### config.mk
export PLATFORM = sky130hd
export DESIGN_NAME = uart_rx_core
export DESIGN_NICKNAME = d
export VERILOG_FILES = /design/src/rtl/uart_rx_pkg.sv /design/src/rtl/rx_line_sync.sv /design/src/rtl/rx_parity_chk.sv /design/src/rtl/rx_frame_fsm.sv /design/src/rtl/uart_rx_core.sv
export SDC_FILE = /design/constraint.sdc
export NUM_CORES = 1
export LEC_CHECK = 0
export ABC_AREA = 1
export BUFFER_PORTS_ARGS = -buffer_cell sky130_fd_sc_hd__buf_2
export CAP_MARGIN = 40
export CORE_ASPECT_RATIO = 1.2
export CORE_MARGIN = 5
export CORE_UTILIZATION = 54
export CTS_CLUSTER_SIZE = 10
export DETAILED_ROUTE_END_ITERATION = 8
export PLACE_DENSITY = 0.88
export SYNTH_ARGS = -nofsm -noshare
export SYNTH_HDL_FRONTEND = slang
export SYNTH_SLANG_ARGS = --single-unit
### constraint.sdc
create_clock -name clk -period 1.8 [get_ports clk]
set_clock_uncertainty 0.1 [all_clocks]
set_input_delay 0.09 -clock clk [delete_from_list [all_inputs] [get_ports clk]]
set_output_delay 0.09 -clock clk [all_outputs]
set_load 0.02 [all_outputs]
### src/rtl/uart_rx_pkg.sv
`timescale 1ns/1ps
// uart_rx_pkg: shared types for the UART receive framer.
// Assumes a maximum word of 8 bits, selected by a 2-bit length code.
package uart_rx_pkg;

    localparam int WORD_MAX = 8;

    typedef enum logic [2:0] {
        ST_IDLE,
        ST_START,
        ST_DATA,
        ST_PAR,
        ST_STOP,
        ST_STOP2,
        ST_BRKCHK,
        ST_BRKWAIT
    } rx_state_e;

    typedef struct packed {
        logic [1:0] wlen;
        logic       par_en;
        logic       par_odd;
        logic       stop2;
    } rx_cfg_t;

endpackage

### src/rtl/rx_line_sync.sv
`timescale 1ns/1ps
// rx_line_sync: brings the asynchronous serial line into the clock domain.
// Assumes the line idles high, so the reset value is high.
// STAGES = 0 gives a plain wire for already-synchronous sources.
module rx_line_sync #(
    parameter int   STAGES    = 2,
    parameter logic RESET_VAL = 1'b1
) (
    input  logic clk,
    input  logic rst_n,
    input  logic din,
    output logic dout
);

    generate
        if (STAGES == 0) begin : g_bypass
            assign dout = din;
        end else begin : g_chain
            logic [STAGES-1:0] sr;

            // shift the line through the synchronizer stages
            always_ff @(posedge clk) begin
                if (!rst_n) begin
                    sr <= {STAGES{RESET_VAL}};
                end else begin
                    sr[0] <= din;
                    for (int i = 1; i < STAGES; i++) begin
                        sr[i] <= sr[i-1];
                    end
                end
            end

            assign dout = sr[STAGES-1];
        end
    endgenerate

endmodule

### src/rtl/rx_parity_chk.sv
`timescale 1ns/1ps
// rx_parity_chk: decides whether a received parity bit is wrong.
// Assumes unused upper data bits are already zero, so they add nothing to the sum.
module rx_parity_chk #(
    parameter int DW = 8
) (
    input  logic [DW-1:0] data,
    input  logic          par_bit,
    input  logic          odd,
    input  logic          en,
    output logic          err
);

    logic ones_odd;

    // parity of data plus received parity bit, compared with the chosen sense
    always_comb begin
        ones_odd = (^data) ^ par_bit;
        err      = en & (ones_odd ^ odd);
    end

endmodule

### src/rtl/rx_frame_fsm.sv
`timescale 1ns/1ps
// rx_frame_fsm: character framing state machine.
// Confirms start bits at mid-bit, collects data and parity bits, checks the
// first stop bit, resynchronises on a framing error, and handles break.
// Assumes tick is a one-cycle enable at OVS times the bit rate and that
// rxd_s is already synchronous.
module rx_frame_fsm
    import uart_rx_pkg::*;
#(
    parameter int OVS = 16
) (
    input  logic                clk,
    input  logic                rst_n,
    input  logic                tick,
    input  logic                rxd_s,
    input  rx_cfg_t             cfg_in,
    input  logic                par_err,
    output rx_cfg_t             cfg_q,
    output logic [WORD_MAX-1:0] data_q,
    output logic                par_bit_q,
    output logic                out_valid,
    output logic [WORD_MAX-1:0] out_data,
    output logic                out_perr,
    output logic                out_ferr,
    output logic                out_brk
);

    localparam int HALF   = OVS / 2;
    localparam int S2WAIT = OVS + OVS / 4;
    localparam int CNT_W  = $clog2(S2WAIT + 1);
    localparam int IDX_W  = $clog2(WORD_MAX);
    localparam logic [CNT_W-1:0] C_HALF = CNT_W'(HALF - 1);
    localparam logic [CNT_W-1:0] C_FULL = CNT_W'(OVS - 1);
    localparam logic [CNT_W-1:0] C_S2   = CNT_W'(S2WAIT - 1);

    rx_state_e        state;
    logic [CNT_W-1:0] cnt;
    logic [IDX_W-1:0] bit_idx;
    logic             all_zero;
    logic [IDX_W-1:0] last_idx;

    // index of the final data bit for the latched word length
    always_comb begin
        last_idx = IDX_W'(4) + IDX_W'(cfg_q.wlen);
    end

    // framing sequence, advanced only on oversampling pulses
    always_ff @(posedge clk) begin
        if (!rst_n) begin
            state     <= ST_IDLE;
            cnt       <= '0;
            bit_idx   <= '0;
            all_zero  <= 1'b0;
            cfg_q     <= '0;
            data_q    <= '0;
            par_bit_q <= 1'b0;
            out_valid <= 1'b0;
            out_data  <= '0;
            out_perr  <= 1'b0;
            out_ferr  <= 1'b0;
            out_brk   <= 1'b0;
        end else begin
            out_valid <= 1'b0;
            if (tick) begin
                case (state)
                    ST_IDLE: begin
                        if (!rxd_s) begin
                            state <= ST_START;
                            cnt   <= '0;
                        end
                    end

                    ST_START: begin
                        if (cnt == C_HALF) begin
                            cnt <= '0;
                            if (!rxd_s) begin
                                state     <= ST_DATA;
                                bit_idx   <= '0;
                                data_q    <= '0;
                                par_bit_q <= 1'b0;
                                all_zero  <= 1'b1;
                                cfg_q     <= cfg_in;
                            end else begin
                                state <= ST_IDLE;
                            end
                        end else begin
                            cnt <= cnt + 1'b1;
                        end
                    end

                    ST_DATA: begin
                        if (cnt == C_FULL) begin
                            cnt             <= '0;
                            data_q[bit_idx] <= rxd_s;
                            if (rxd_s) all_zero <= 1'b0;
                            if (bit_idx == last_idx) begin
                                state <= cfg_q.par_en ? ST_PAR : ST_STOP;
                            end else begin
                                bit_idx <= bit_idx + 1'b1;
                            end
                        end else begin
                            cnt <= cnt + 1'b1;
                        end
                    end

                    ST_PAR: begin
                        if (cnt == C_FULL) begin
                            cnt       <= '0;
                            par_bit_q <= rxd_s;
                            if (rxd_s) all_zero <= 1'b0;
                            state     <= ST_STOP;
                        end else begin
                            cnt <= cnt + 1'b1;
                        end
                    end

                    ST_STOP: begin
                        if (cnt == C_FULL) begin
                            cnt <= '0;
                            if (rxd_s) begin
                                out_valid <= 1'b1;
                                out_data  <= data_q;
                                out_perr  <= par_err;
                                out_ferr  <= 1'b0;
                                out_brk   <= 1'b0;
                                state     <= cfg_q.stop2 ? ST_STOP2 : ST_IDLE;
                            end else if (all_zero) begin
                                state <= ST_BRKCHK;
                            end else begin
                                out_valid <= 1'b1;
                                out_data  <= data_q;
                                out_perr  <= par_err;
                                out_ferr  <= 1'b1;
                                out_brk   <= 1'b0;
                                state     <= ST_DATA;
                                bit_idx   <= '0;
                                data_q    <= '0;
                                par_bit_q <= 1'b0;
                                all_zero  <= 1'b1;
                            end
                        end else begin
                            cnt <= cnt + 1'b1;
                        end
                    end

                    ST_STOP2: begin
                        if (cnt == C_S2) begin
                            cnt   <= '0;
                            state <= ST_IDLE;
                        end else begin
                            cnt <= cnt + 1'b1;
                        end
                    end

                    ST_BRKCHK: begin
                        if (rxd_s) begin
                            out_valid <= 1'b1;
                            out_data  <= data_q;
                            out_perr  <= par_err;
                            out_ferr  <= 1'b1;
                            out_brk   <= 1'b0;
                            cnt       <= '0;
                            state     <= ST_IDLE;
                        end else if (cnt == C_HALF) begin
                            out_valid <= 1'b1;
                            out_data  <= '0;
                            out_perr  <= 1'b0;
                            out_ferr  <= 1'b1;
                            out_brk   <= 1'b1;
                            cnt       <= '0;
                            state     <= ST_BRKWAIT;
                        end else begin
                            cnt <= cnt + 1'b1;
                        end
                    end

                    ST_BRKWAIT: begin
                        if (!rxd_s) begin
                            cnt <= '0;
                        end else if (cnt == C_HALF) begin
                            cnt   <= '0;
                            state <= ST_IDLE;
                        end else begin
                            cnt <= cnt + 1'b1;
                        end
                    end

                    default: begin
                        state <= ST_IDLE;
                        cnt   <= '0;
                    end
                endcase
            end
        end
    end

    // a start candidate that is high at mid-bit is dropped
    assert_glitch_reject_R2: assert property (@(posedge clk) disable iff (!rst_n)
        (state == ST_START && tick && cnt == C_HALF && rxd_s) |=> state == ST_IDLE)
        else $error("start glitch accepted");

    // a 5-bit word leaves the upper three data bits clear
    assert_upper_zero_R3: assert property (@(posedge clk) disable iff (!rst_n)
        (out_valid && cfg_q.wlen == 2'd0) |-> out_data[7:5] == 3'b000)
        else $error("upper bits set on short word");

    // a low stop bit after a non-zero character resumes data sampling
    assert_ferr_resync_R6: assert property (@(posedge clk) disable iff (!rst_n)
        (state == ST_STOP && tick && cnt == C_FULL && !rxd_s && !all_zero) |=> state == ST_DATA)
        else $error("no resync after framing error");

    // a break character is all zero with framing tag and no parity tag
    assert_break_char_R7: assert property (@(posedge clk) disable iff (!rst_n)
        (out_valid && out_brk) |-> (out_data == '0 && out_ferr && !out_perr))
        else $error("malformed break character");

    // a low sample while waiting after break keeps the block waiting
    assert_rearm_hold_R8: assert property (@(posedge clk) disable iff (!rst_n)
        (state == ST_BRKWAIT && tick && !rxd_s) |=> state == ST_BRKWAIT)
        else $error("re-armed while line low");

    // nothing is delivered while the second stop bit is skipped
    assert_stop2_quiet_R9: assert property (@(posedge clk) disable iff (!rst_n)
        (state == ST_STOP2 && $past(state) == ST_STOP2) |-> !out_valid)
        else $error("output during second stop bit");

    // the character strobe never lasts two clocks
    assert_valid_pulse_R10: assert property (@(posedge clk) disable iff (!rst_n)
        out_valid |=> !out_valid)
        else $error("strobe wider than one clock");

endmodule

### src/rtl/uart_rx_core.sv
`timescale 1ns/1ps
// uart_rx_core: UART receive framer top level.
// Synchronises the line, runs the framing state machine and checks parity.
// Assumes tick16 is a one-cycle pulse at 16x the bit rate (OVERSAMPLE
// pulses per bit) and that configuration changes only between characters.
module uart_rx_core
    import uart_rx_pkg::*;
#(
    parameter int OVERSAMPLE  = 16,
    parameter int SYNC_STAGES = 2
) (
    input  logic       clk,
    input  logic       rst_n,
    input  logic       rxd,
    input  logic       tick16,
    input  logic [1:0] cfg_wlen,
    input  logic       cfg_par_en,
    input  logic       cfg_par_odd,
    input  logic       cfg_stop2,
    output logic       char_valid,
    output logic [7:0] char_data,
    output logic       char_perr,
    output logic       char_ferr,
    output logic       char_brk
);

    logic                rxd_s;
    rx_cfg_t             cfg_in;
    rx_cfg_t             cfg_q;
    logic [WORD_MAX-1:0] data_q;
    logic                par_bit_q;
    logic                par_err;

    // gather the configuration pins into one record
    always_comb begin
        cfg_in.wlen    = cfg_wlen;
        cfg_in.par_en  = cfg_par_en;
        cfg_in.par_odd = cfg_par_odd;
        cfg_in.stop2   = cfg_stop2;
    end

    rx_line_sync #(
        .STAGES    (SYNC_STAGES),
        .RESET_VAL (1'b1)
    ) i_sync (
        .clk   (clk),
        .rst_n (rst_n),
        .din   (rxd),
        .dout  (rxd_s)
    );

    rx_parity_chk #(
        .DW (WORD_MAX)
    ) i_par (
        .data    (data_q),
        .par_bit (par_bit_q),
        .odd     (cfg_q.par_odd),
        .en      (cfg_q.par_en),
        .err     (par_err)
    );

    rx_frame_fsm #(
        .OVS (OVERSAMPLE)
    ) i_fsm (
        .clk       (clk),
        .rst_n     (rst_n),
        .tick      (tick16),
        .rxd_s     (rxd_s),
        .cfg_in    (cfg_in),
        .par_err   (par_err),
        .cfg_q     (cfg_q),
        .data_q    (data_q),
        .par_bit_q (par_bit_q),
        .out_valid (char_valid),
        .out_data  (char_data),
        .out_perr  (char_perr),
        .out_ferr  (char_ferr),
        .out_brk   (char_brk)
    );

endmodule

==> summary.md, run 1 <==
| Metric | Value |
|---|---|
| Run status | `finished clean` |
| Vias in the first global route | `approximately 2500` |
| Number of distinct library cell variants in the gate-level netlist after synthesis | `33` |
| Post-synthesis cell count | `376` |
| Detail-routed net length per standard cell | `between 10 and 15 um` |
| DIE AREA | `roughly 6000 um2` |
| Maximum VDD drop | `between 0.6 and 0.7 mV` |
| First-pass GRT wire length | `roughly 11000 um` |
| Critical path class | `register to register` |
| Min Tclk post-route | `around 1.8 ns` |
| Clock-pin slew reported for the worst setup and hold paths after clock tree synthesis | `roughly 0.080 ns` |
| Maximum number of pins on one net before global-route repair | `22` |
| Worst Setup Start Kind | `register` |
| IO buf count | `20` |
| Final setup violation count | `0` |
| Slew HR | `0.519` |
| Clock tree from TritonCTS | `yes` |
| Diodes inserted | `0` |
| Final hold vios | `0` |
| Area inside the core boundary | `between 4000 and 5000 um2` |
| Top-level port count | `21` |
| Initial antenna violation count | `0` |
| Tightest hold margin | `between 0.06 and 0.07 ns` |
| Nature of the critical path endpoint | `register` |
| Leading cell types in the layout, fill and taps excluded | `nand2_1, nor2_1, dfxtp_1` |
| Antenna Violating Nets Remaining | `0` |
| Root buffer cell | `clkbuf_8` |
| Clock latency on the worst-skew pair | `between 0.3 and 0.4 ns` |
| Count of yosys warnings during synthesis | `0` |
| Max-cap violations | `0` |
| Post-route DRC | `0` |
| Leading cell type in the layout, fill and taps excluded | `nand2_1` |
| DP Wirelength | `between 4000 and 5000 um` |
| Final cell count without fillers | `roughly 480` |
| Number of detailed-route iterations in the first pass | `5` |
| Part of the cycle the worst path needs | `0.979` |
| Layout cell share with drive strength beyond 1 | `0.242` |
| Maximum clock rate | `approximately 0.57 GHz` |
| Number of clock sinks seen by CTS | `40` |
| Layout area overhead | `23.0%` |
| Synthesized netlist net count | `between 300 and 400` |
| Leakage power | `roughly 1.5 nW` |
| Arr. time, crit path | `approximately 1.9 ns` |
| DIE HEIGHT | `between 80 and 90 um` |
| Synthesis-stage register bit count | `40` |
| Violation count after the first detailed-routing iteration | `between 200 and 300` |
| Initial Utilization | `0.547` |
| Net count, final | `roughly 430` |
| Placement row count | `27` |
| Worst hold stages | `3` |
| CTS H-tree depth | `2` |
| Total wire length | `approximately 6600 um` |
| Total track usage | `0.219` |
| Vias per cell | `between 5 and 6` |
| Peak fanout along the critical path | `8` |
| Number of buffers created by CTS | `5` |
| Power density relative to cell area | `between 1000 and 1500 nW/um2` |
| Grt ovf | `0` |
| Critical path data required time | `1.90 ns` |
| Post-Syn Area | `2460 um2` |
| Register area share after synthesis | `0.326` |
| X dimension of the die | `71.6 um` |
| Least-Margin Pin Slew | `~0.7 ns` |
| Placed instance count | `460` |
| Number of vias in the routed layout | `between 2000 and 3000` |
| Routability congestion estimate | `around 1` |
| Mean post-synth cell area | `around 6.5 um2` |
| Maximum buffer depth of the clock tree | `2` |
| Class of the most critical hold timing path | `input port to register` |
| Number of cells on the worst reg-to-reg path | `11` |
| RSZ-0062 raised after global routing | `yes` |
| Fin. max-slew vios | `0` |
==> synthesized netlist by cell type, drive strengths merged <==
library cell | n | area [um2]
inv | 42 | 158
nand3 | 40 | 230
nand4 | 11 | 68.8
a21oi | 22 | 110
clkbuf | 4 | 25.0
dfxtp | 40 | 801
xnor2 | 4 | 35.0
clkinv | 1 | 3.75
o211ai | 1 | 7.51
or2 | 2 | 12.5
o21bai | 1 | 7.51
a31oi | 1 | 6.26
nand2 | 116 | 485
xor2 | 1 | 8.76
nor4 | 2 | 27.5
dlygate4sd1 | 1 | 8.76
a22oi | 7 | 52.6
o21ai | 12 | 60.1
nor2 | 49 | 215
ha | 3 | 37.5
buf | 7 | 52.5
nor3 | 9 | 45.0
==> stage by stage <==
stage	total power [W]	utilization	TNS, ns	worst slack (ns)	instance area (um2)
6_report	0.00331	0.673	0	0.0375	3020
2_1_floorplan	0.00209	-	0	0.101	2460
4_1_cts	0.00313	0.643	-0.00541	-0.00541	2890
5_1_grt	0.00352	0.673	-0.546	-0.0552	3020
3_5_place_dp	0.00245	0.602	-0.349	-0.0754	2710
3_3_place_gp	0.00241	0.602	0	0.0460	2710
==> final cells by class <==
| class | instances | area (um2) |
|---|---|---|
| Multi-Input combinational cell | 281 | 1510 |
| Fill cell | 358 | 1470 |
| Sequential cell | 40 | 810 |
| Timing Repair Buffer | 48 | 368 |
| Inverter | 43 | 163 |
| Clock buffer | 6 | 82.6 |
| Tap cell | 58 | 72.6 |
| Clock inverter | 2 | 15.0 |
| Timing Repair inverter | 1 | 3.75 |
==> registers in the layout, indices dropped and copies added (netlist names), 2 cells and up <==
signal / count
i_fsm.bit_idx: 3
i_fsm.cfg_q: 5
i_fsm.cnt: 5
i_fsm.data_q: 8
i_fsm.out_data: 8
i_fsm.state: 3
i_sync.g_chain.sr: 2
==> repair_timing <==
| action | 4_1_cts | 5_1_grt |
|---|---|---|
| gates resized for setup | 5 | 25 |
| hold buffers | 6 | 0 |
| endpoints found under the hold margin | 6 | 0 |
| gates cloned | 1 | 1 |
| setup endpoints to repair | 11 | 35 |
| buffers inserted | 1 | 2 |
| pin swaps | 0 | 15 |
==> worst paths after layout <==
path | slack, ns | start | to
max | 0.04 | i_fsm.cnt[1]$_SDFFE_PN0P_ | i_fsm.data_q[6]$_SDFFE_PN0P_
min | 0.07 | tick16 | i_fsm.cnt[0]$_SDFFE_PN0P_
max reg2reg | 0.04 | i_fsm.cnt[1]$_SDFFE_PN0P_ | i_fsm.data_q[6]$_SDFFE_PN0P_
min reg2reg | 0.32 | i_sync.g_chain.sr[0]$_SDFF_PN1_ | i_sync.g_chain.sr[1]$_SDFF_PN1_
==> cells by family (layout without fill, tap and decap cells) <==
| family | after synthesis | after routing | share of synthesized area |
|---|---|---|---|
| fa+ha+maj | 3 | 3 | 0.0153 |
| xor+xnor | 5 | 5 | 0.0178 |
| compound gates | 44 | 44 | 0.0992 |
| simple gates | 229 | 229 | 0.441 |
| buf+inv | 55 | 100 | 0.101 |
| flops | 40 | 40 | 0.326 |
==> layer usage <==
layer | part of all wire | vias to the layer above | track usage
met5 | 0 | - | 0
met1 | 0.39 | 1233 | 0.239
li1 | - | 1306 | -
met4 | 0.040 | 0 | 0.125
met2 | 0.52 | 100 | 0.383
met3 | 0.052 | 26 | 0.0458
==> power breakdown <==
part	internal [W]	leakage [nW]	switching (W)	total [W]
Clock	0.000311	0.0434	0.000350	0.000660
Sequential	0.000942	0.325	0.0000707	0.00101
Combinational	0.000605	1.11	0.00103	0.00163
==> worst max-delay path, stage by stage (launching register included) <==
cell and delay (ns):
dfxtp_4 0.37, ha_4 0.15, nand2_4 0.07, nor2_4 0.13
nand2_4 0.09, nand2_4 0.10, nand2_4 0.06, nor2_8 0.17
clkbuf_16 0.17, nand4_1 0.10, nand2_1 0.10, nor2_2 0.05
No activity file was read; power rests on OpenSTA's default activity.
==> inputs of run 2 (changes only) <==
- ABC_AREA: 1 -> default
==> run 2 against run 1 <==
Net effect: the flow now finishes with violations (setup timing); combinational power is 77% lower; die area is 1.8% lower; non-clock buffer count is 38 higher; design area is 14% higher; power is 38% lower; global-route usage is 4.3 points higher; sequential power is 9.5% lower; largest cell class unchanged.
==> summary.md, run 2 <==
| Metric | Value |
|---|---|
| Power density relative to cell area | `596 nW/um2` |
| Share of total power consumed by net switching | `0.285` |
| Buffers plus inverters on the worst setup path | `2` |
| Fin. max-slew vios | `0` |
| Fraction of synthesized cell area taken by the top area cell type | `0.333` |
| Maximum buffer depth of the clock tree | `2` |
| Grt ovf | `0` |
| Run status | `finished, violations left` |
| Max-cap violations | `0` |
| Violated checks | `setup timing` |
| RSZ-0062 raised after global routing | `yes` |
| Net switching power | `roughly 0.0006 W` |
| Proportion of power drawn by flip-flops and latches | `0.444` |
| Leading cell types in the layout, fill and taps excluded | `buf_4, dfxtp_1, nor2_1` |
| Antenna Violating Nets Remaining | `0` |
| Number of distinct library cell variants in the gate-level netlist after synthesis | `60` |
| Clock group share of total power | `0.377` |
| Vias in the first global route | `2664` |
| Cells traversed along the worst timing path | `buf_4, inv_1, nand3_1, a21oi_2, o21ai_0, a21oi_2` |
| Final cell count without fillers | `around 420` |
| Placed instance count | `387` |
| Largest delay contributor family on the critical path | `compound AO/OA/AOI/OAI gates` |
| Maximum VDD drop | `about 0.61 mV` |
| X dimension of the die | `approximately 71 um` |
| Leading cell type in the layout, fill and taps excluded | `buf_4` |
| Number of vias in the routed layout | `a little under 3000` |
| Number of enable flip-flop cells after synthesis | `0` |
| Peak fanout along the critical path | `9` |
| Top-level port count | `21` |
| Initial antenna violation count | `0` |
| Maximum number of pins on one net before global-route repair | `22` |
| Placement row count | `26` |
| Post-route DRC | `0` |
| DP Wirelength | `about 4700 um` |
| PnR Total Power | `0.00206 W` |
| Diodes inserted | `0` |
| Clock tree from TritonCTS | `yes` |
| Number of detailed-route iterations in the first pass | `6` |
| Mean post-synth cell area | `approximately 8.4 um2` |
| Post-synthesis cell count | `roughly 290` |
| CTS H-tree depth | `2` |
| Register area share after synthesis | `0.333` |
| Cell internal pwr | `0.00147 W` |
| Final worst setup slack | `-0.380 ns` |
| Leakage power | `between 1 and 1.5 nW` |
| Critical path data required time | `a little under 2 ns` |
| Total track usage | `0.262` |
| Worst Setup Start Kind | `register` |
| Post-Syn Area | `roughly 2400 um2` |
| Number of buffers created by CTS | `5` |
| Clock-pin slew reported for the worst setup and hold paths after clock tree synthesis | `around 0.090 ns` |
| Class of the most critical hold timing path | `input port to register` |
| Clock latency on the worst-skew pair | `0.31 ns` |
| Largest cells by area after synthesis | `dfxtp_1, mux2i_1, nor2_1, xnor2_1, nand2_1` |
| Slew HR | `0.471` |
| Final setup violation count | `23` |
| First-pass GRT wire length | `about 13000 um` |
| DIE AREA | `slightly below 6000 um2` |
| DIE HEIGHT | `around 83 um` |
| Initial Utilization | `0.561` |
| Count leader, synth | `dfxtp_1` |
| Share of power burned in combinational logic | `0.178` |
| Nature of the critical path endpoint | `register` |
| Arr. time, crit path | `~2.3 ns` |
| Synthesis-stage register bit count | `40` |
| Detail-routed net length per standard cell | `22.6 um` |
| Maximum clock rate | `about 0.46 GHz` |
| Max stage delay cell, worst path | `a21oi_2` |
| Part of the cycle the worst path needs | `1.21` |
| IO buf count | `20` |
| Layout area overhead | `43.6%` |
| Area inside the core boundary | `4290 um2` |
| Root buffer cell | `clkbuf_8` |
| Largest registers | `i_fsm.data_q x8, i_fsm.out_data x8` |
| Least-Margin Pin Slew | `approximately 0.79 ns` |
| Final hold vios | `0` |
| Routability congestion estimate | `1.02` |
| Layout cell share with drive strength beyond 1 | `0.395` |
| Top cell by count, worst path | `a21oi_2` |
| Net count, final | `373` |
| Post-synth top area cell | `dfxtp_1` |
| Post-synth top flop | `dfxtp_1` |
| Count of yosys warnings during synthesis | `0` |
| Share of synthesized flip-flops with an asynchronous set or reset | `0` |
| Critical path class | `register to register` |
| Min Tclk post-route | `approximately 2.2 ns` |
| Vias per cell | `between 6 and 7` |
| Number of clock sinks seen by CTS | `40` |
| Most instantiated cells after synthesis | `dfxtp_1, nor2_1, nand2_1` |
| Peak per-stage delay on the critical path | `about 0.47 ns` |
| Total wire length | `roughly 9400 um` |
| Violation count after the first detailed-routing iteration | `522` |
| Synthesized netlist net count | `299` |
## run 2: cell count changes in the layout (fill, tap and decap cells not counted), moves of 7 or more
cell and delta:
a21oi_1 -8, buf_4 +28, buf_6 +10, inv_1 -28
inv_2 -9, mux2i_1 +14, nand2_1 -78, nand2_4 -9
nand3_1 -23, nand3_2 -9, nor2_1 -16, nor2b_1 +11
o21ai_0 -7, xnor2_1 +7
## run 2: path summary, 6_finish.rpt
kind	start	endpoint	slack, ns	cells past startpoint
min reg2reg	i_sync.g_chain.sr[0]$_SDFF_PN1_	i_sync.g_chain.sr[1]$_SDFF_PN1_	0.33	1
min	tick16	i_fsm.cnt[1]$_SDFFE_PN0P_	0.26	4
max	i_fsm.state[2]$_SDFFE_PN0P_	i_fsm.data_q[0]$_SDFFE_PN0P_	-0.38	6
max reg2reg	i_fsm.state[2]$_SDFFE_PN0P_	i_fsm.data_q[0]$_SDFFE_PN0P_	-0.38	6
## run 2: timing repair
item	in CTS	in global routing
endpoints found under the setup margin	27	37
gates cloned	1	1
pin swaps	10	29
endpoints found under the hold margin	8	0
resized for setup	18	50
hold buffers	8	0
buffers inserted	5	10
## run 2: kinds of logic (layout without fill, tap and decap cells)
logic type | after synthesis | count (layout) | share of synthesized area
simple gates | 120 | 121 | 0.285
buf+inv | 27 | 100 | 0.0556
fa+ha+maj | 4 | 4 | 0.0203
mux | 16 | 16 | 0.0665
compound gates | 69 | 70 | 0.200
xor+xnor | 11 | 11 | 0.0400
flops | 40 | 40 | 0.333
## run 2: worst reg2reg max path, cell delays in order, from the launching register on
cell and delay [ns]:
dfxtp_2 0.38, buf_4 0.19, inv_1 0.15, nand3_1 0.25, a21oi_2 0.47, o21ai_0 0.36, a21oi_2 0.23
## run 2: routing by layer
| metal | up-vias | share of wire | GRT usage |
|---|---|---|---|
| met1 | 1334 | 0.34 | 0.284 |
| met4 | 0 | 0.096 | 0.181 |
| li1 | 1196 | - | - |
| met5 | - | 0 | 0 |
| met3 | 104 | 0.097 | 0.0652 |
| met2 | 267 | 0.47 | 0.436 |
## run 2: layout make-up
cell class,count,area [um2]
clock buffer,5,68.8
clock inverter,3,46.3
fill,239,838
inverter,6,22.5
multi-input combinational,222,1770
sequential,40,808
tap,56,70.1
timing repair buffer,86,666
## run 2: power by group through the flow
stage	logic, W	registers (W)	clock network, W
after detailed placement	0.000267	0.000932	0
after global placement	0.000262	0.000932	0
final	0.000367	0.000914	0.000777
after global routing	0.000383	0.000915	0.000817
after floorplan	0.000158	0.000922	0
after CTS	0.000296	0.000913	0.000767
## run 2: through the flow
step                      utilization  cell area, um2  hold WS [ns]  setup TNS, ns  setup WS (ns)
after detailed placement        0.659            2830         0.180         -0.693         -0.112
after global placement          0.659            2830         0.173         -0.392         -0.109
after floorplan                     -            2420        0.0630              0         0.0257
after CTS                       0.728            3130         0.229          -1.07         -0.117
final                           0.805            3460         0.264          -2.41         -0.380
after global routing            0.805            3460         0.303          -4.56         -0.490
==> inputs of run 3 (changes only) <==
- BUFFER_PORTS_ARGS: -buffer_cell sky130_fd_sc_hd__buf_2 -> default
- CORE_UTILIZATION: 54 -> 57
- DONT_BUFFER_PORTS: default -> 1
- PLACE_DENSITY: 0.88 -> 0.87
==> run 3 against run 2 <==
Net effect: the flow still finishes with violations (setup timing); sequential power about the same; critical endpoint is now i_fsm.data_q[7]$_SDFFE_PN0P_; design area shrank 5.7%; die area decreased by 4.6%; largest power group unchanged; cell count shrank 6.2%; worst setup slack improved by 0.19 ns; hold slack got worse by 0.24 ns.
==> summary.md, run 3 (same netlist as run 2, synthesis figures left out) <==
| Metric | Value |
|---|---|
| Clock tree from TritonCTS | `yes` |
| Final hold vios | `0` |
| Pre-CTS WS | `-0.199 ns` |
| DP Wirelength | `roughly 4700 um` |
| Slew HR | `0.527` |
| Final-layout setup total negative slack | `-1.39 ns` |
| Grt ovf | `0` |
| Peak per-stage delay on the critical path | `~0.44 ns` |
| RSZ-0062 raised after global routing | `yes` |
| Worst hold stages | `4` |
| Min Tclk post-route | `1.99 ns` |
| Root buffer cell | `clkbuf_8` |
| Run status | `finished, violations left` |
| Share of total power consumed by net switching | `0.263` |
| Cell internal pwr | `0.00149 W` |
| Destination of the worst register-to-register timing path | `i_fsm.data_q[7]$_SDFFE_PN0P_` |
| Net switching power | `between 0.0005 and 0.0006 W` |
| Largest registers | `i_fsm.data_q x8, i_fsm.out_data x8` |
| Number of cells on the worst reg-to-reg path | `6` |
| Critical path class | `register to register` |
| Power density relative to cell area | `just over 600 nW/um2` |
| CTS H-tree depth | `2` |
| Vias in the first global route | `around 2600` |
| Final setup violation count | `28` |
| CP Depth | `6` |
| Number of vias in the routed layout | `2639` |
| Diodes inserted | `0` |
| Hold endpoint | `i_fsm.data_q[2]$_SDFFE_PN0P_` |
| Min-delay src | `tick16` |
| Total wire length | `8350 um` |
| Routability congestion estimate | `~0.92` |
| Maximum clock rate | `about 0.5 GHz` |
| Leading cell types in the layout, fill and taps excluded | `buf_4, dfxtp_1, nor2_1` |
| Post-route DRC | `0` |
| Detail-routed net length per standard cell | `about 21 um` |
| Largest delay contributor family on the critical path | `compound AO/OA/AOI/OAI gates` |
| Violation count after the first detailed-routing iteration | `around 360` |
| Top-level port count | `21` |
| PnR Total Power | `0.00202 W` |
| Number of detailed-route iterations in the first pass | `8` |
| Clock latency on the worst-skew pair | `approximately 0.29 ns` |
| Utilization of the core after routing | `0.782` |
| Initial Utilization | `0.578` |
| Area inside the core boundary | `~4200 um2` |
| Total track usage | `0.268` |
| Layout cell share with drive strength beyond 1 | `0.339` |
| X dimension of the die | `between 60 and 70 um` |
| Buffers plus inverters on the worst setup path | `0` |
| Leading cell type in the layout, fill and taps excluded | `buf_4` |
| Layout fillers | `approximately 260` |
| DIE HEIGHT | `between 80 and 90 um` |
| Antenna Violating Nets Remaining | `0` |
| Max-cap violations | `0` |
| Share of power burned in combinational logic | `0.165` |
| Nature of the critical path endpoint | `register` |
| Violated checks | `setup timing` |
| Final worst setup slack | `-0.191 ns` |
| Arr. time, crit path | `~2.1 ns` |
| Non-Filler Cell Area, Final | `between 3000 and 4000 um2` |
| Part of the cycle the worst path needs | `1.11` |
| Startpoint of the lowest-slack register-to-register path | `i_fsm.cnt[0]$_SDFFE_PN0P_` |
| Critical path data required time | `between 1.5 and 2 ns` |
| Maximum buffer depth of the clock tree | `2` |
| IO buf count | `0` |
| Max stage delay cell, worst path | `o41ai_2` |
| Worst Setup Start Kind | `register` |
| Class of the most critical hold timing path | `input port to register` |
| Vias per cell | `approximately 6.7` |
| Maximum number of pins on one net before global-route repair | `22` |
| Layout area overhead | `35.3%` |
| Placed standard-cell area | `between 2000 and 3000 um2` |
| Worst reg-to-reg setup slack | `-0.19 ns` |
| Fin. max-slew vios | `0` |
| Maximum VDD drop | `~0.50 mV` |
| Placement row count | `26` |
| First-pass GRT wire length | `~12000 um` |
| Proportion of power drawn by flip-flops and latches | `0.452` |
| Initial antenna violation count | `0` |
| Number of clock sinks seen by CTS | `40` |
| Peak fanout along the critical path | `8` |
| Net count, final | `~350` |
| Cells traversed along the worst timing path | `ha_4, nand4b_4, o21ai_4, a21oi_4, o41ai_2, a21oi_1` |
| Number of buffers created by CTS | `5` |
| Clock group share of total power | `0.383` |
| Leakage power | `approximately 1.3 nW` |
| Clock-pin slew reported for the worst setup and hold paths after clock tree synthesis | `about 0.08 ns` |
| Least-Margin Pin Slew | `0.709 ns` |
| DIE AREA | `roughly 5600 um2` |
==> run 3: cell types whose count changed in the layout (fill, tap and decap cells not counted), sizes merged <==
cell,before,now
buf,78,51
inv,7,6
nor2,28,29
clkinvlp,1,0
clkbuf,5,7
clkinv,0,1
or2,2,1
==> run 3: area by class of cell <==
cell class | count | area (um2) | share of cell area
Clock buffer | 6 | 82.6 | 0.0253
Clock inverter | 2 | 38.8 | 0.0119
Inverter | 6 | 22.5 | 0.00691
Multi-Input combinational cell | 222 | 1710 | 0.526
Sequential cell | 40 | 811 | 0.249
Tap cell | 56 | 70.1 | 0.0215
Timing Repair Buffer | 60 | 519 | 0.159
==> run 3: layer usage <==
metal,vias to the layer above,wire (um),global-route usage,part of all wire
li1,1147,-,-,-
met1,1268,2950,0.280,0.35
met2,159,4360,0.498,0.52
met3,65,514,0.0520,0.062
met4,0,524,0.166,0.063
met5,-,0,0,0
==> run 3: worst min-delay path, stage by stage <==
cell      delay, ns
nand3b_1       0.10
nor2_1         0.05
nand4_1        0.08
a21oi_1        0.06
==> run 3: worst max-delay path by stage <==
stage	from	end	slack [ns]
4_1_cts	i_fsm.cnt[0]$_SDFFE_PN0P_	i_fsm.data_q[1]$_SDFFE_PN0P_	-0.03
3_5_place_dp	i_fsm.state[1]$_SDFFE_PN0P_	i_fsm.cnt[1]$_SDFFE_PN0P_	-0.20
5_1_grt	i_fsm.cnt[0]$_SDFFE_PN0P_	i_fsm.data_q[7]$_SDFFE_PN0P_	-0.28
2_1_floorplan	i_fsm.cnt[1]$_SDFFE_PN0P_	i_fsm.state[1]$_SDFFE_PN0P_	0.03
3_3_place_gp	i_fsm.state[1]$_SDFFE_PN0P_	i_fsm.cnt[1]$_SDFFE_PN0P_	-0.06
6_report	i_fsm.cnt[0]$_SDFFE_PN0P_	i_fsm.data_q[7]$_SDFFE_PN0P_	-0.19
==> run 3: per-stage QoR <==
stage	hold WS, ns	instances
5_1_grt	0.0390	392
6_report	0.0232	392
3_5_place_dp	0.0683	366
4_1_cts	0.00511	385
2_1_floorplan	0.0630	287
3_3_place_gp	0.0654	366
==> run 3: timing repair <==
action,CTS,global route
setup endpoints to repair,27,37
hold buffers,8,0
hold endpoints to repair,21,0
setup buffers,3,5
cloned,1,2
pin swaps,14,18
gates resized for setup,25,35
==> run 3: power groups by stage <==
stage	Combinational, W	Clock [W]	Sequential [W]
finish	0.000334	0.000775	0.000913
global route	0.000352	0.000831	0.000915
CTS	0.000268	0.000780	0.000913
detailed placement	0.000235	0	0.000932
global placement	0.000229	0	0.000931
floorplan	0.000158	0	0.000922
